$ cat src/rtl/char_attr_render_pkg.sv
package char_attr_render_pkg;

  localparam int CTRL_W      = 8;
  localparam int BRIGHT_LSB  = 0;
  localparam int ATTR_LSB    = 2;
  localparam int ATTR_EN_BIT = 4;
  localparam int BLINK_BIT   = 5;
  localparam int LAMP_BIT    = 6;
  localparam int CLEAR_BIT   = 7;

  typedef enum logic [1:0] {
    MODE_OFF    = 2'b00,
    MODE_CHAR   = 2'b01,
    MODE_CURSOR = 2'b10
  } dispMode_e;

  typedef enum logic [1:0] {
    ATTR_CURSOR       = 2'b00,
    ATTR_BLINK_CHAR   = 2'b01,
    ATTR_BLINK_CURSOR = 2'b10,
    ATTR_ALTERNATE    = 2'b11
  } attrSel_e;

  // Strobes handed from the control decode to the per-position datapath
  typedef struct packed {
    logic     lampTest;
    logic     blankAll;
    logic     globalDark;
    logic     attrEnable;
    attrSel_e attrSel;
    logic     phaseOn;
  } renderStrobes_t;

endpackage

$ cat src/rtl/char_attr_render_ctrl.sv
module char_attr_render_ctrl
  import char_attr_render_pkg::*;
(
  input  logic [CTRL_W-1:0] ctrlWord,
  input  logic              blinkPhase,
  output renderStrobes_t    strobes
);

  // The clear bit acts on the character store, which is outside this block
  logic unusedClearBit;
  assign unusedClearBit = ctrlWord[CLEAR_BIT];

  always_comb begin
    strobes.lampTest   = ctrlWord[LAMP_BIT];
    strobes.blankAll   = (ctrlWord[BRIGHT_LSB +: 2] == 2'b00);
    strobes.globalDark = ctrlWord[BLINK_BIT] & ~blinkPhase;
    strobes.attrEnable = ctrlWord[ATTR_EN_BIT];
    strobes.attrSel    = attrSel_e'(ctrlWord[ATTR_LSB +: 2]);
    strobes.phaseOn    = blinkPhase;
  end

endmodule

$ cat src/rtl/char_attr_render_dp.sv
module char_attr_render_dp
  import char_attr_render_pkg::*;
#(
  parameter int NUM_POS = 4,
  parameter int CHAR_W  = 8
) (
  input  logic                           clk,
  input  logic                           rstN,
  input  logic [NUM_POS*CHAR_W-1:0]      charWords,
  input  renderStrobes_t                 strobes,
  output logic [NUM_POS*2-1:0]           posMode,
  output logic [NUM_POS-1:0]             posHalf,
  output logic [NUM_POS*(CHAR_W-1)-1:0]  posGlyph
);

  localparam int CODE_W   = CHAR_W - 1;
  localparam int FLAG_BIT = CHAR_W - 1;

  for (genvar p = 0; p < NUM_POS; p++) begin : g_pos
    dispMode_e         nextMode;
    dispMode_e         modeQ;
    logic [CODE_W-1:0] glyphQ;
    logic              attrActive;

    assign attrActive = strobes.attrEnable & charWords[p*CHAR_W + FLAG_BIT];

    // Priority: lamp test, blank brightness, global dark phase, attribute, normal
    always_comb begin
      if (strobes.lampTest) begin
        nextMode = MODE_CURSOR;
      end else if (strobes.blankAll || strobes.globalDark) begin
        nextMode = MODE_OFF;
      end else if (attrActive) begin
        unique case (strobes.attrSel)
          ATTR_CURSOR:       nextMode = MODE_CURSOR;
          ATTR_BLINK_CHAR:   nextMode = strobes.phaseOn ? MODE_CHAR : MODE_OFF;
          ATTR_BLINK_CURSOR: nextMode = strobes.phaseOn ? MODE_CURSOR : MODE_OFF;
          ATTR_ALTERNATE:    nextMode = strobes.phaseOn ? MODE_CHAR : MODE_CURSOR;
          default:           nextMode = MODE_CHAR;
        endcase
      end else begin
        nextMode = MODE_CHAR;
      end
    end

    always_ff @(posedge clk or negedge rstN) begin
      if (!rstN) begin
        modeQ  <= MODE_OFF;
        glyphQ <= '0;
      end else begin
        modeQ  <= nextMode;
        glyphQ <= charWords[p*CHAR_W +: CODE_W];
      end
    end

    assign posMode[p*2 +: 2]          = modeQ;
    assign posHalf[p]                 = (modeQ == MODE_CURSOR);
    assign posGlyph[p*CODE_W +: CODE_W] = glyphQ;
  end

endmodule

$ cat src/rtl/char_attr_render.sv
module char_attr_render
  import char_attr_render_pkg::*;
#(
  parameter int NUM_POS = 4,
  parameter int CHAR_W  = 8
) (
  input  logic                          clk,
  input  logic                          rstN,
  input  logic [NUM_POS*CHAR_W-1:0]     charWords,
  input  logic [CTRL_W-1:0]             ctrlWord,
  input  logic                          blinkPhase,
  output logic [NUM_POS*2-1:0]          posMode,
  output logic [NUM_POS-1:0]            posHalf,
  output logic [NUM_POS*(CHAR_W-1)-1:0] posGlyph
);

  renderStrobes_t strobes;

  char_attr_render_ctrl u_ctrl (
    .ctrlWord   (ctrlWord),
    .blinkPhase (blinkPhase),
    .strobes    (strobes)
  );

  char_attr_render_dp #(
    .NUM_POS (NUM_POS),
    .CHAR_W  (CHAR_W)
  ) u_dp (
    .clk       (clk),
    .rstN      (rstN),
    .charWords (charWords),
    .strobes   (strobes),
    .posMode   (posMode),
    .posHalf   (posHalf),
    .posGlyph  (posGlyph)
  );

endmodule

$ cat config.mk
export PLATFORM = sky130hd
export DESIGN_NAME = char_attr_render
export DESIGN_NICKNAME = d
export VERILOG_FILES = /design/src/rtl/char_attr_render_pkg.sv /design/src/rtl/char_attr_render_ctrl.sv /design/src/rtl/char_attr_render_dp.sv /design/src/rtl/char_attr_render.sv
export SDC_FILE = /design/constraint.sdc
export NUM_CORES = 1
export LEC_CHECK = 0
export ABC_AREA = 1
export BUFFER_PORTS_ARGS = -buffer_cell sky130_fd_sc_hd__clkbuf_2
export CORE_ASPECT_RATIO = 1.5
export CORE_MARGIN = 5
export CORE_UTILIZATION = 35
export CTS_BUF_LIST = sky130_fd_sc_hd__clkbuf_16
export DETAILED_ROUTE_END_ITERATION = 8
export PLACE_DENSITY = 0.72
export SLEW_MARGIN = 20
export SYNTH_ARGS = -nofsm -noshare
export SYNTH_HDL_FRONTEND = slang
export SYNTH_SLANG_ARGS = --single-unit
$ cat constraint.sdc
create_clock -name clk -period 0.8 [get_ports clk]
set_clock_uncertainty 0.15 [all_clocks]
set_input_delay 0.16 -clock clk [delete_from_list [all_inputs] [get_ports clk]]
set_output_delay 0.16 -clock clk [all_outputs]
set_load 0.01 [all_outputs]
==> reports/metrics.csv <==
metric,value,unit
finalCritPeriodShare,152,%
report.final.slew_viol_count,0,
p_clk_share,41.6,%
slowest_stage,dfrtp_1,
grt_max_degree,37,
fp.dieH,77.9,µm
antenna_found_initial,0,
synth_top_area_share,83.8,%
power.density,2150,mW/mm²
drive_gt1_share,48.2,%
netlist_instances,78,
netSwitchingFraction,22.0,%
setup_violations,40,
routed_wl,2.98,mm
switching_power,941,µW
relSlewSlack,87.2,%
crit_fanout,2,
hold_violations,0,
root_buffer,clkbuf_16,
gp_congestion,0.777,
rows,24,
final_core_util,67.7,%
final_cells,232,
cp.arrival,910,ps
p_int,3340,µW
start_util,36.5,%
drtIter0Drc,3,
final_net_count,235,
grt_overflow,0,
yosysWarnings,0,
firstDrtPassIters,3,
cp_data_required_time,490,ps
avgRoutedWirePerCell,12.9,µm
cp_cell_sequence,inv_1 -> nor2_2 -> buf_2,
synth_nets,121,
syn_to_final_growth,85.3,%
timing.fmax,821,MHz
htree_levels,2,
nFillCells,252,
boundaryPins,83,
timing_worst_slew_pin_value,191,ps
ant_nets,0,
min_path_type,primary input to register,
period_minus_slack,1220,ps
portBuffers,81,
whs,2.35,ps
criticalPathCategory,register to primary output,
drv_cap,0,
via_count,957,
netlist-cell-type-count,8,
first_global_vias,1102,
crit_family,flip-flops,
dpl.hpwl,2.24,mm
comb_power_share,12.5,%
post-synth-top-area-cell,dfrtp_1,
p_leak,0.00110,µW
synth.area.top_cells,"dfrtp_1 84%, nor2_1 4.9%, nand2_1 3.8%, inv_1 3.1%, nand3_1 2.3%",
ys_seq_area_share,83.8,%
tritoncts,yes,
vdd_ir_drop_max,0.00167,V
numCtsBuffers,5,
cts_sinks,36,
cts_buffer_depth,2,
die_w,55.2,µm
setup_slack,-417,ps
drc,0,
ys_seq_elements,36,
dp_cells,199,
coreArea,0.00294,mm²
clk_pin_slew,50,ps
diodes,0,
synth.cell_area,0.00107,mm²
seq_power_share,45.9,%
max_stage_delay,350,ps
start_kind,register,
vias_per_cell,4.13,
grt.total_usage,15.3,%
crit_path_end_kind,primary output,
die_area,0.00430,mm²
rsz0062_at_grt,yes,
grt_pass1_wl,5.02,mm
cp_num_buf_inv,2,
violations,negative setup slack,
run_status,"complete, but fails checks",
synth_area_per_cell,13.8,µm²
post_cts.repair.setup_buffers,0,
==> final timing paths <==
| path | startpoint | end | cells after the start |
|---|---|---|---|
| worst max-delay path | u_dp.g_pos[3].modeQ[1] | posHalf[3] | 3 |
| worst min-delay path | ctrlWord[6] | u_dp.g_pos[1].modeQ[1] | 3 |
| max in group asynchronous | rstN | u_dp.g_pos[0].glyphQ[0] | 3 |
| min in group asynchronous | rstN | u_dp.g_pos[0].glyphQ[3] | 3 |
==> cell usage after synthesis <==
cell type  instances
nor2_1            14
nand3_1            5
dfrtp_1           36
nand2_2            1
nor2_4             1
inv_1              9
nand2_1           11
inv_2              1
==> sequential cells by signal, indices dropped and copies added, names as in the netlist <==
register           count
u_dp.g_pos.glyphQ     28
u_dp.g_pos.modeQ       8
==> power by group through the flow <==
stage          combinational [µW]  clock, µW  sequential, µW
6_report                      535       1780            1960
5_1_grt                       591       1900            1970
4_1_cts                       544       1820            1960
3_5_place_dp                  428          0            1990
3_3_place_gp                  412          0            1990
2_1_floorplan                85.5          0            2040
==> cell type report <==
type	instances	area (µm²)	share of cell area [%]
Sequential cell	36	901	45.2
Timing Repair Buffer	107	719	36.1
Clock buffer	5	125	6.28
Inverter	10	37.5	1.88
Multi-Input combinational cell	32	146	7.35
Clock inverter	3	13.8	0.691
Tap cell	39	48.8	2.45
==> through the flow <==
| stage | TNS, ps | setup slack, ps | instance area (µm²) | power, µW |
|---|---|---|---|---|
| 2_1_floorplan | -267 | -66.7 | 1080 | 2130 |
| 5_1_grt | -12380 | -443 | 1990 | 4460 |
| 4_1_cts | -11550 | -439 | 1990 | 4320 |
| 3_3_place_gp | -1360 | -115 | 1560 | 2400 |
| 3_5_place_dp | -1590 | -141 | 1560 | 2420 |
| 6_report | -11290 | -417 | 1990 | 4280 |
==> kinds of logic (layout without fill, tap and decap cells) <==
kind of cell	count (synthesis)	count (layout)	synth area share, %
buffers and inverters	10	125	3.49
DFF	36	36	83.8
and+or+nand+nor	32	32	12.7
==> routing by layer <==
layer  GRT usage [%]  up-vias  routed length (µm)
li1                -      457                   -
met1            13.4      445                 812
met2            29.7       45                1850
met3            4.82       10                 215
met4            8.27        0                 102
met5               0        -                   0
==> cells in the final DEF (no fill, tap or decap), drive strengths merged <==
| cell | instances |
|---|---|
| dfrtp | 36 |
| clkinv | 3 |
| dlymetal6s4s | 2 |
| clkbuf | 73 |
| nand3 | 5 |
| nor2 | 15 |
| buf | 10 |
| inv | 10 |
| nand2 | 12 |
| dlygate4sd3 | 27 |
==> repair_timing <==
action	CTS	global route
gates resized for setup	0	15
pin swaps	0	1
endpoints found under the setup margin	40	46
hold buffers	29	0
hold endpoints to repair	66	0
No activity file was read; power rests on OpenSTA's default activity.
